<file path="config.mk">
export PLATFORM = sky130hd
export DESIGN_NAME = dma_rsp_queue
export DESIGN_NICKNAME = d
export VERILOG_FILES = /design/src/rtl/dma_rsp_queue_pkg.sv /design/src/rtl/dma_rsp_queue_store.sv /design/src/rtl/dma_rsp_queue_ctrl.sv /design/src/rtl/dma_rsp_queue_rdport.sv /design/src/rtl/dma_rsp_queue.sv
export SDC_FILE = /design/constraint.sdc
export NUM_CORES = 1
export LEC_CHECK = 0
export ABC_AREA = 1
export ABC_CLOCK_PERIOD_IN_PS = 10230
export BUFFER_PORTS_ARGS = -buffer_cell sky130_fd_sc_hd__buf_4
export CAP_MARGIN = 40
export CORE_MARGIN = 8
export CORE_UTILIZATION = 60
export CTS_CLUSTER_SIZE = 25
export DETAILED_ROUTE_END_ITERATION = 12
export GPL_TIMING_DRIVEN = 0
export PLACE_DENSITY = 0.74
export SETUP_SLACK_MARGIN = 0.5
export SLEW_MARGIN = 20
export SYNTH_ARGS = -nofsm -noshare
export SYNTH_HDL_FRONTEND = slang
export SYNTH_SLANG_ARGS = --single-unit
</file>
<file path="constraint.sdc">
create_clock -name clk -period 10.23 [get_ports clk]
set_clock_uncertainty 0.1 [all_clocks]
set_input_delay 2.046 -clock clk [delete_from_list [all_inputs] [get_ports clk]]
set_output_delay 2.046 -clock clk [all_outputs]
set_load 0.01 [all_outputs]
</file>
<file path="src/rtl/dma_rsp_queue_pkg.sv">
package dma_rsp_queue_pkg;

  localparam int unsigned BYTES_W = 32;
  localparam int unsigned ERR_W   = 8;
  localparam int unsigned WORD_W  = 32;
  localparam int unsigned LEVEL_W = 16;

  // Window word select: the status word is the one with the pop side effect.
  localparam logic WORD_BYTES  = 1'b0;
  localparam logic WORD_STATUS = 1'b1;

  typedef struct packed {
    logic [BYTES_W-1:0] bytes;
    logic [ERR_W-1:0]   err;
    logic               early;
  } rsp_rec_t;

  localparam int unsigned REC_W = $bits(rsp_rec_t);

  function automatic logic [WORD_W-1:0] pack_status(input rsp_rec_t rec);
    logic [WORD_W-1:0] w;
    w = '0;
    w[ERR_W-1:0] = rec.err;
    w[ERR_W]     = rec.early;
    return w;
  endfunction

endpackage

</file>
<file path="src/rtl/dma_rsp_queue_store.sv">
module dma_rsp_queue_store
  import dma_rsp_queue_pkg::*;
#(
  parameter int unsigned DEPTH = 16,
  parameter int unsigned PTR_W = 4
) (
  input  logic             clk,
  input  logic             wr_en,
  input  logic [PTR_W-1:0] wr_ptr,
  input  rsp_rec_t         wr_rec,
  input  logic [PTR_W-1:0] rd_ptr,
  output rsp_rec_t         rd_rec
);

  rsp_rec_t slot_q [DEPTH];

  // One enabled register per slot; storage carries no reset.
  for (genvar gi = 0; gi < DEPTH; gi++) begin : g_slot
    logic slot_we;
    assign slot_we = wr_en && (wr_ptr == PTR_W'(gi));
    always_ff @(posedge clk) begin
      if (slot_we) begin
        slot_q[gi] <= wr_rec;
      end
    end
  end

  assign rd_rec = slot_q[rd_ptr];

endmodule

</file>
<file path="src/rtl/dma_rsp_queue_ctrl.sv">
module dma_rsp_queue_ctrl #(
  parameter int unsigned DEPTH = 16,
  parameter int unsigned PTR_W = 4,
  parameter int unsigned CNT_W = 5
) (
  input  logic             clk,
  input  logic             rst_n,
  input  logic             push_req,
  input  logic             pop_req,
  output logic             push_acc,
  output logic             pop_acc,
  output logic [PTR_W-1:0] wr_ptr,
  output logic [PTR_W-1:0] rd_ptr,
  output logic [CNT_W-1:0] count,
  output logic             empty,
  output logic             full
);

  localparam logic [PTR_W-1:0] LAST_PTR  = PTR_W'(DEPTH - 1);
  localparam logic [CNT_W-1:0] DEPTH_CNT = CNT_W'(DEPTH);

  logic [PTR_W-1:0] wr_ptr_q, wr_ptr_d;
  logic [PTR_W-1:0] rd_ptr_q, rd_ptr_d;
  logic [CNT_W-1:0] count_q, count_d;
  logic             empty_q, empty_d;
  logic             full_q, full_d;
  logic             state_en;

  function automatic logic [PTR_W-1:0] ptr_inc(input logic [PTR_W-1:0] p);
    return (p == LAST_PTR) ? '0 : p + PTR_W'(1);
  endfunction

  always_comb begin
    push_acc = push_req && !full_q;
    pop_acc  = pop_req && !empty_q;
    state_en = push_acc || pop_acc;

    wr_ptr_d = push_acc ? ptr_inc(wr_ptr_q) : wr_ptr_q;
    rd_ptr_d = pop_acc  ? ptr_inc(rd_ptr_q) : rd_ptr_q;

    count_d = count_q;
    if (push_acc && !pop_acc) begin
      count_d = count_q + CNT_W'(1);
    end else if (pop_acc && !push_acc) begin
      count_d = count_q - CNT_W'(1);
    end

    empty_d = (count_d == '0);
    full_d  = (count_d == DEPTH_CNT);
  end

  always_ff @(posedge clk or negedge rst_n) begin
    if (!rst_n) begin
      wr_ptr_q <= '0;
      rd_ptr_q <= '0;
      count_q  <= '0;
      empty_q  <= 1'b1;
      full_q   <= 1'b0;
    end else if (state_en) begin
      wr_ptr_q <= wr_ptr_d;
      rd_ptr_q <= rd_ptr_d;
      count_q  <= count_d;
      empty_q  <= empty_d;
      full_q   <= full_d;
    end
  end

  assign wr_ptr = wr_ptr_q;
  assign rd_ptr = rd_ptr_q;
  assign count  = count_q;
  assign empty  = empty_q;
  assign full   = full_q;


  no_overflow_chk: assert property (@(posedge clk) disable iff (!rst_n)
    count_q <= DEPTH_CNT);


  flag_excl_chk: assert property (@(posedge clk) disable iff (!rst_n)
    !(empty_q && full_q));


  empty_level_chk: assert property (@(posedge clk) disable iff (!rst_n)
    empty_q == (count_q == '0));


  push_grow_chk: assert property (@(posedge clk) disable iff (!rst_n)
    (push_req && !full_q && !(pop_req && !empty_q)) |=>
      count_q == $past(count_q) + CNT_W'(1));


  both_level_chk: assert property (@(posedge clk) disable iff (!rst_n)
    (push_req && !full_q && pop_req && !empty_q) |=> $stable(count_q));

endmodule

</file>
<file path="src/rtl/dma_rsp_queue_rdport.sv">
module dma_rsp_queue_rdport
  import dma_rsp_queue_pkg::*;
(
  input  logic              clk,
  input  logic              rst_n,
  input  logic              rd_en,
  input  logic              rd_word,
  input  logic              q_empty,
  input  rsp_rec_t          head_rec,
  output logic              pop_req,
  output logic [WORD_W-1:0] rd_data
);

  logic [WORD_W-1:0] rd_data_q, rd_data_d;

  always_comb begin
    pop_req   = rd_en && (rd_word == WORD_STATUS);
    rd_data_d = '0;
    if (!q_empty) begin
      rd_data_d = (rd_word == WORD_STATUS) ? pack_status(head_rec)
                                           : WORD_W'(head_rec.bytes);
    end
  end

  always_ff @(posedge clk or negedge rst_n) begin
    if (!rst_n) begin
      rd_data_q <= '0;
    end else if (rd_en) begin
      rd_data_q <= rd_data_d;
    end
  end

  assign rd_data = rd_data_q;


  empty_read_zero_chk: assert property (@(posedge clk) disable iff (!rst_n)
    (rd_en && q_empty) |=> rd_data_q == '0);


  status_upper_zero_chk: assert property (@(posedge clk) disable iff (!rst_n)
    (rd_en && rd_word == WORD_STATUS) |=> rd_data_q[WORD_W-1:ERR_W+1] == '0);


  hold_chk: assert property (@(posedge clk) disable iff (!rst_n)
    !rd_en |=> $stable(rd_data_q));

endmodule

</file>
<file path="src/rtl/dma_rsp_queue.sv">
module dma_rsp_queue
  import dma_rsp_queue_pkg::*;
#(
  parameter int unsigned DEPTH = 16
) (
  input  logic        clk,
  input  logic        rst_n,
  input  logic        push_valid,
  output logic        push_ready,
  input  logic [31:0] push_bytes,
  input  logic [7:0]  push_err,
  input  logic        push_early,
  input  logic        rd_en,
  input  logic        rd_word,
  output logic [31:0] rd_data,
  output logic [15:0] fill_level,
  output logic        buf_empty,
  output logic        buf_full
);

  localparam int unsigned PTR_W = (DEPTH > 1) ? $clog2(DEPTH) : 1;
  localparam int unsigned CNT_W = $clog2(DEPTH + 1);

  logic             push_acc, pop_acc, pop_req;
  logic [PTR_W-1:0] wr_ptr, rd_ptr;
  logic [CNT_W-1:0] count;
  logic             q_empty, q_full;
  rsp_rec_t         wr_rec, head_rec;

  assign wr_rec.bytes = push_bytes;
  assign wr_rec.err   = push_err;
  assign wr_rec.early = push_early;

  dma_rsp_queue_ctrl #(
    .DEPTH (DEPTH),
    .PTR_W (PTR_W),
    .CNT_W (CNT_W)
  ) u_ctrl (
    .clk      (clk),
    .rst_n    (rst_n),
    .push_req (push_valid),
    .pop_req  (pop_req),
    .push_acc (push_acc),
    .pop_acc  (pop_acc),
    .wr_ptr   (wr_ptr),
    .rd_ptr   (rd_ptr),
    .count    (count),
    .empty    (q_empty),
    .full     (q_full)
  );

  dma_rsp_queue_store #(
    .DEPTH (DEPTH),
    .PTR_W (PTR_W)
  ) u_store (
    .clk    (clk),
    .wr_en  (push_acc),
    .wr_ptr (wr_ptr),
    .wr_rec (wr_rec),
    .rd_ptr (rd_ptr),
    .rd_rec (head_rec)
  );

  dma_rsp_queue_rdport u_rdport (
    .clk      (clk),
    .rst_n    (rst_n),
    .rd_en    (rd_en),
    .rd_word  (rd_word),
    .q_empty  (q_empty),
    .head_rec (head_rec),
    .pop_req  (pop_req),
    .rd_data  (rd_data)
  );

  assign push_ready = !q_full;
  assign fill_level = LEVEL_W'(count);
  assign buf_empty  = q_empty;
  assign buf_full   = q_full;


  stall_chk: assert property (@(posedge clk) disable iff (!rst_n)
    (push_valid && buf_full && !pop_acc) |=> buf_full && fill_level == LEVEL_W'(DEPTH));


  peek_keep_chk: assert property (@(posedge clk) disable iff (!rst_n)
    (rd_en && rd_word == WORD_BYTES && !push_acc) |=> $stable(fill_level));


  empty_pop_chk: assert property (@(posedge clk) disable iff (!rst_n)
    (rd_en && buf_empty && !push_valid) |=> fill_level == '0);

endmodule

</file>
==> results of run 1 <==
-- area by class of cell --
class	instances	area share, %
diodes	4	0.0304
flip-flops and latches	703	63.4
multi-input cells	1517	20.3
repair buffers	114	4.03
clock inverters	26	0.818
plain buffers	148	2.24
well taps	607	2.31
inverters	72	0.821
clock buffers	98	6.05
-- cell usage after synthesis (3+ instances only) --
cell,n
edfxtp_1,656
o21ai_1,58
buf_1,21
nand3_1,103
inv_2,3
buf_4,33
inv_1,67
buf_6,4
clkbuf_1,68
o21ai_0,294
o211ai_1,46
nor2_1,497
dfrtp_1,46
xor2_1,4
ha_1,7
nand2_1,488
buf_2,22
-- flip-flops by register name (all words and copies together) (netlist names) --
name              count
u_store.slot_q      656
u_rdport.rd_data     32
u_ctrl.count          5
u_ctrl.rd_ptr         4
u_ctrl.wr_ptr         4
u_ctrl.empty          1
u_ctrl.full           1
-- worst paths after layout --
| check | slack [ns] | endpoint | cells past startpoint | from |
|---|---|---|---|---|
| setup / recovery | 6.18 | u_store.slot_q[3][17] | 8 | push_valid |
| hold / removal | 0.38 | u_rdport.rd_data[20] | 2 | u_rdport.rd_data[20] |
| setup reg to reg | 7.30 | u_store.slot_q[3][17] | 6 | u_ctrl.full |
| hold reg to reg | 0.38 | u_rdport.rd_data[20] | 2 | u_rdport.rd_data[20] |
| max in group asynchronous | 8.18 | u_ctrl.empty | 2 | rst_n |
| min in group asynchronous | 1.29 | u_rdport.rd_data[1] | 1 | rst_n |
-- layer usage --
metal,vias to the layer above,track usage (%),share of wire (%)
met1,9583,37.2,38
li1,8775,-,-
met5,-,0,0
met3,173,5.11,11
met4,0,11.3,3.3
met2,1202,47.0,48
-- critical path, stage by stage --
cell,delay [ns]
buf_4,0.08
inv_1,0.03
nor2_1,0.27
clkbuf_1,0.35
nand2_1,0.32
nor2_4,0.73
buf_16,0.23
buf_16,0.16
-- logic make-up (layout without fill, tap and decap cells) --
kind of cell	Yosys count	in the layout	synth area share [%]
xor+xnor	5	5	0.154
compound gates	401	401	7.48
fa+ha+maj	7	7	0.309
other cells	1	15	0.0132
buf+inv	220	458	3.55
flops	703	703	73.5
simple gates	1093	1093	14.9
-- report_power, final --
group	switching, mW	total (mW)	internal (mW)
Sequential	0.123	3.60	3.48
Clock	1.05	2.55	1.50
Combinational	2.31	3.26	0.955
Total	3.48	9.42	5.94
-- through the flow --
step	total power [mW]	util, %	setup slack [ns]	cell area [um2]	hold slack (ns)
final	9.42	70.5	6.18	32900	0.382
after global placement	6.63	63.9	3.29	29800	0.366
after floorplan	5.52	-	5.24	28400	0.397
after detailed placement	6.83	65.6	5.62	30600	0.366
after global routing	9.83	70.5	6.09	32900	0.408
after CTS	9.37	70.4	6.25	32900	0.387
==> results.toml, run 1 <==
[floorplanning]
initial_core_util_pct = 60.8
die_x_um = 234
core_um2 = 46700
die-area_um2 = 54500
rows = 79
die_height_um = 234
io-pin-count = 97

[critical_path]
critPathRequiredTime_ns = 10.43
worstPathArrival_ns = 4.25
worstSetupPathType = "input pin to register"
cp_max_fo = 18
critical_path.startpoint_type = "input pin"
endpoint_kind = "register"

[timing]
period_share_pct = 39.6
hold_viol_final = 0
worst_pin_slew_ns = 0.941
rsz0062_at_grt = "no"
slew_violations = 0
period_needed_ns = 4.05
tns_ns = 0
setup_viol = 0
slew-limit-headroom_pct = 36.9
clock.fmax_ghz = 0.247

[synth]
ys_seq_area_share_pct = 73.5
yosys.area.top_type = "edfxtp_1"
synth_cell_types = 27
synth_ff_type = "edfxtp_1"
yosys_warnings = 0
netlist_area_um2 = 28400
syn_avg_cell_area_um2 = 11.7
ys_async_sr_fraction_pct = 6.69
synth_cells = 2430
synthTopCellsByArea = "edfxtp_1 (69%), nor2_1 (6.6%), nand2_1 (6.5%), o21ai_0 (5.2%), dfrtp_1 (4.1%)"
synth_seq_cells = 703
synth.top_cell.area_share_pct = 69.4
synth_edf_count = 656

[layout]
layout.nets = 2679
syn2layout_area_growth_pct = 15.9
mostFrequentLayoutCells = "edfxtp_1 (656), nand2_1 (488), nor2_1 (481)"
seq_area_um2 = 20900
layout-drive-gt1-share_pct = 10.8
finalNonFillerCells = 3289
multi_input_area_um2 = 6660
nFillCells = 3167
layout_commonest_cell = "edfxtp_1"

[clock_tree]
cts_setup_buffers = 0
clockRootBuffer = "clkbuf_16"
cts.path.max_buffers = 3
clock_sinks = 703
cts_resized = 0
cts_tree = "yes"
clk_latency_ns = 0.60
postCtsHoldBufs = 0
htreeDepth = 3
cts_buffers = 70
path_clk_slew_ns = 0.06

[place]
place_inst = 3159
hpwlAfterDp_mm = 51.1
place_congestion = 0.847
port-buffer-count = 85

[pwr]
p_leak_nw = 12.0
peakVddDrop_uv = 186
powerDensity_nw_per_um2 = 286

[detailed_routing]
vias = 19733
final_antenna_net_count = 0
wirelength_mm = 77.1
wl_per_cell_um = 23.5
route.detailed.drc = 0
drt_pass1_iterations = 5
drt_iter0_drc = 2672
via_per_inst = 6.00

[job]
maxCapViolations = 0

[global_routing]
antenna_found_initial = 2
grt_pass1_wl_mm = 115
grt_max_degree = 48
grt-ovfl-total = 0
grt_pass1_vias = 19362
grt_usage_pct = 28.4

[run_status]
status = "finished clean"

[min_path]
hold_path.class = "register to register"
Power figures use the tool's default switching activity.
==> inputs of run 2 (changes only) <==
--- a/config.mk
+++ b/config.mk
@@ -6,7 +6,7 @@
 export NUM_CORES = 1
 export LEC_CHECK = 0
 export ABC_AREA = 1
-export ABC_CLOCK_PERIOD_IN_PS = 10230
+export ABC_CLOCK_PERIOD_IN_PS = 4100
 export BUFFER_PORTS_ARGS = -buffer_cell sky130_fd_sc_hd__buf_4
 export CAP_MARGIN = 40
 export CORE_MARGIN = 8
==> constraint.sdc (replaced) <==
create_clock -name clk -period 4.1 [get_ports clk]
set_clock_uncertainty 0.1 [all_clocks]
set_input_delay 0.82 -clock clk [delete_from_list [all_inputs] [get_ports clk]]
set_output_delay 0.82 -clock clk [all_outputs]
set_load 0.01 [all_outputs]
==> run 2 against run 1 <==
Net effect:
- sequential share of layout area is essentially flat
- core utilization is essentially flat
- hold slack lost 0.33 ns
- sequential power grew 150%
- non-clock buffer count grew 3
- flip-flop and latch count is the same
- global-route usage shrank 0.30 points
- highest routed layer is now met5
- power grew 150%
- clock-buffer cell count shrank 5
- clock power grew 140%
- wire length shrank 0.60%
==> results.toml, run 2 (synthesis results as in run 1) <==
[floorplanning]
io-pin-count = 97
initial_core_util_pct = 60.8
core_um2 = 46700
die_height_um = 234
die-area_um2 = 54500
rows = 79
die_x_um = 234

[critical_path]
r2r_start = "u_ctrl.full"
crit_end = "u_store.slot_q[8][11]"
endpoint_kind = "register"
worstSetupPathType = "register to register"
ff2ff_path_depth = 5
r2r_slack_ns = 1.19
critPathRequiredTime_ns = 4.30
critical_path.startpoint_type = "register"
cp_max_fo = 21
timing.rr.end = "u_store.slot_q[8][11]"
startpoint = "u_ctrl.full"
worstPathArrival_ns = 3.11

[pwr]
p_seq_share_pct = 38.6
peakVddDrop_uv = 368
p_switching_mw = 8.70
powerDensity_nw_per_um2 = 709
p_leak_nw = 12.0
p_int_mw = 14.6
pwr-share-clk_pct = 26.5
switching_share_pct = 37.3
finalPower_mw = 23.3
power_frac_comb_pct = 35.0

[timing]
tns_ns = 0
rsz0062_at_grt = "no"
worst_pin_slew_ns = 0.897
slew_violations = 0
slew-limit-headroom_pct = 40.2
hold_viol_final = 0
hold_ws_ns = 0.0519
period_share_pct = 70.9
setup_viol = 0
period_needed_ns = 2.91
clock.fmax_ghz = 0.344

[job]
maxCapViolations = 0

[place]
port-buffer-count = 85
hpwlAfterDp_mm = 50.8
place_congestion = 0.853
place_inst = 3161

[global_routing]
grt-ovfl-total = 0
antenna_found_initial = 2
grt_max_degree = 48
grt_pass1_vias = 19439
grt_pass1_wl_mm = 114
grt_usage_pct = 28.1

[clock_tree]
cts.path.max_buffers = 3
path_clk_slew_ns = 0.06
clk_latency_ns = 0.60
htreeDepth = 3
clockRootBuffer = "clkbuf_16"
cts_tree = "yes"
clock_sinks = 703
postCtsHoldBufs = 0
cts_resized = 0
cts_setup_buffers = 0
cts_buffers = 70

[layout]
syn2layout_area_growth_pct = 15.9
regMostFlops = "u_store.slot_q"
mostFrequentLayoutCells = "edfxtp_1 (656), nand2_1 (488), nor2_1 (481)"
layout.nets = 2682
nFillCells = 3130
layout-drive-gt1-share_pct = 11.0
largest_reg_flops = 656
finalNonFillerCells = 3288
layout_commonest_cell = "edfxtp_1"

[detailed_routing]
via_per_inst = 5.99
wl_per_cell_um = 23.3
wirelength_mm = 76.7
final_antenna_net_count = 0
drt_iter0_drc = 2595
drt_pass1_iterations = 7
route.detailed.drc = 0
vias = 19686

[min_path]
hold_path.class = "input pin to async pin"

[run_status]
status = "finished clean"
==> run 2: cell count changes in the layout (fill, tap and decap cells not counted) <==
cell and change:
inv_8 +1, clkinv_2 +2, clkinv_4 +1, buf_12 +3, clkbuf_1 -3, buf_4 +1
clkbuf_8 -2, buf_8 -2, diode_2 -3, buf_16 +1, inv_6 +4, clkinvlp_4 -1
bufinv_16 -3
==> run 2: area by class of cell <==
type	count	area [um2]	area share (%)
Antenna cell	1	2.50	0.00761
Buffer	148	737	2.24
Clock buffer	93	1950	5.93
Clock inverter	30	236	0.719
Inverter	72	270	0.822
Multi-Input combinational cell	1517	6660	20.3
Sequential cell	703	20900	63.5
Tap cell	607	759	2.31
Timing Repair Buffer	117	1390	4.23
==> run 2: through the flow <==
stage	cell area (um2)	setup slack [ns]	util, %
after floorplan	28400	0.335	-
after global placement	29800	-1.61	63.9
after detailed placement	30700	0.749	65.7
after CTS	32800	1.26	70.4
after global routing	32900	1.08	70.5
final	32900	1.19	70.5
==> run 2: worst min-delay path by stage <==
stage | end | from
4_1_cts | u_rdport.rd_data[0] | rst_n
3_5_place_dp | u_rdport.rd_data[26] | u_rdport.rd_data[26]
6_report | u_rdport.rd_data[0] | rst_n
2_1_floorplan | u_ctrl.empty | u_ctrl.empty
3_3_place_gp | u_rdport.rd_data[20] | u_rdport.rd_data[20]
5_1_grt | u_rdport.rd_data[0] | rst_n
==> run 2: power by group through the flow <==
| stage | Clock, mW | Sequential, mW | Combinational (mW) |
|---|---|---|---|
| final | 6.17 | 8.99 | 8.15 |
| after global routing | 6.49 | 9.05 | 8.82 |
| after CTS | 6.21 | 8.98 | 8.01 |
| after detailed placement | 0 | 9.12 | 7.91 |
| after global placement | 0 | 9.16 | 7.38 |
| after floorplan | 0 | 9.16 | 4.62 |
==> run 2: layer usage <==
metal  track usage [%]  part of all wire, %
met1              36.4                   37
met2              45.4                   47
met3              6.14                   11
met4              12.8                  3.9
met5                 0                0.012
==> run 2: worst max-delay path, stage by stage (launching register included) <==
cell and delay (ns):
dfrtp_1 0.41, nor2_1 0.33, clkbuf_1 0.34, nand2_1 0.37, nor2_4 0.75, buf_12 0.27
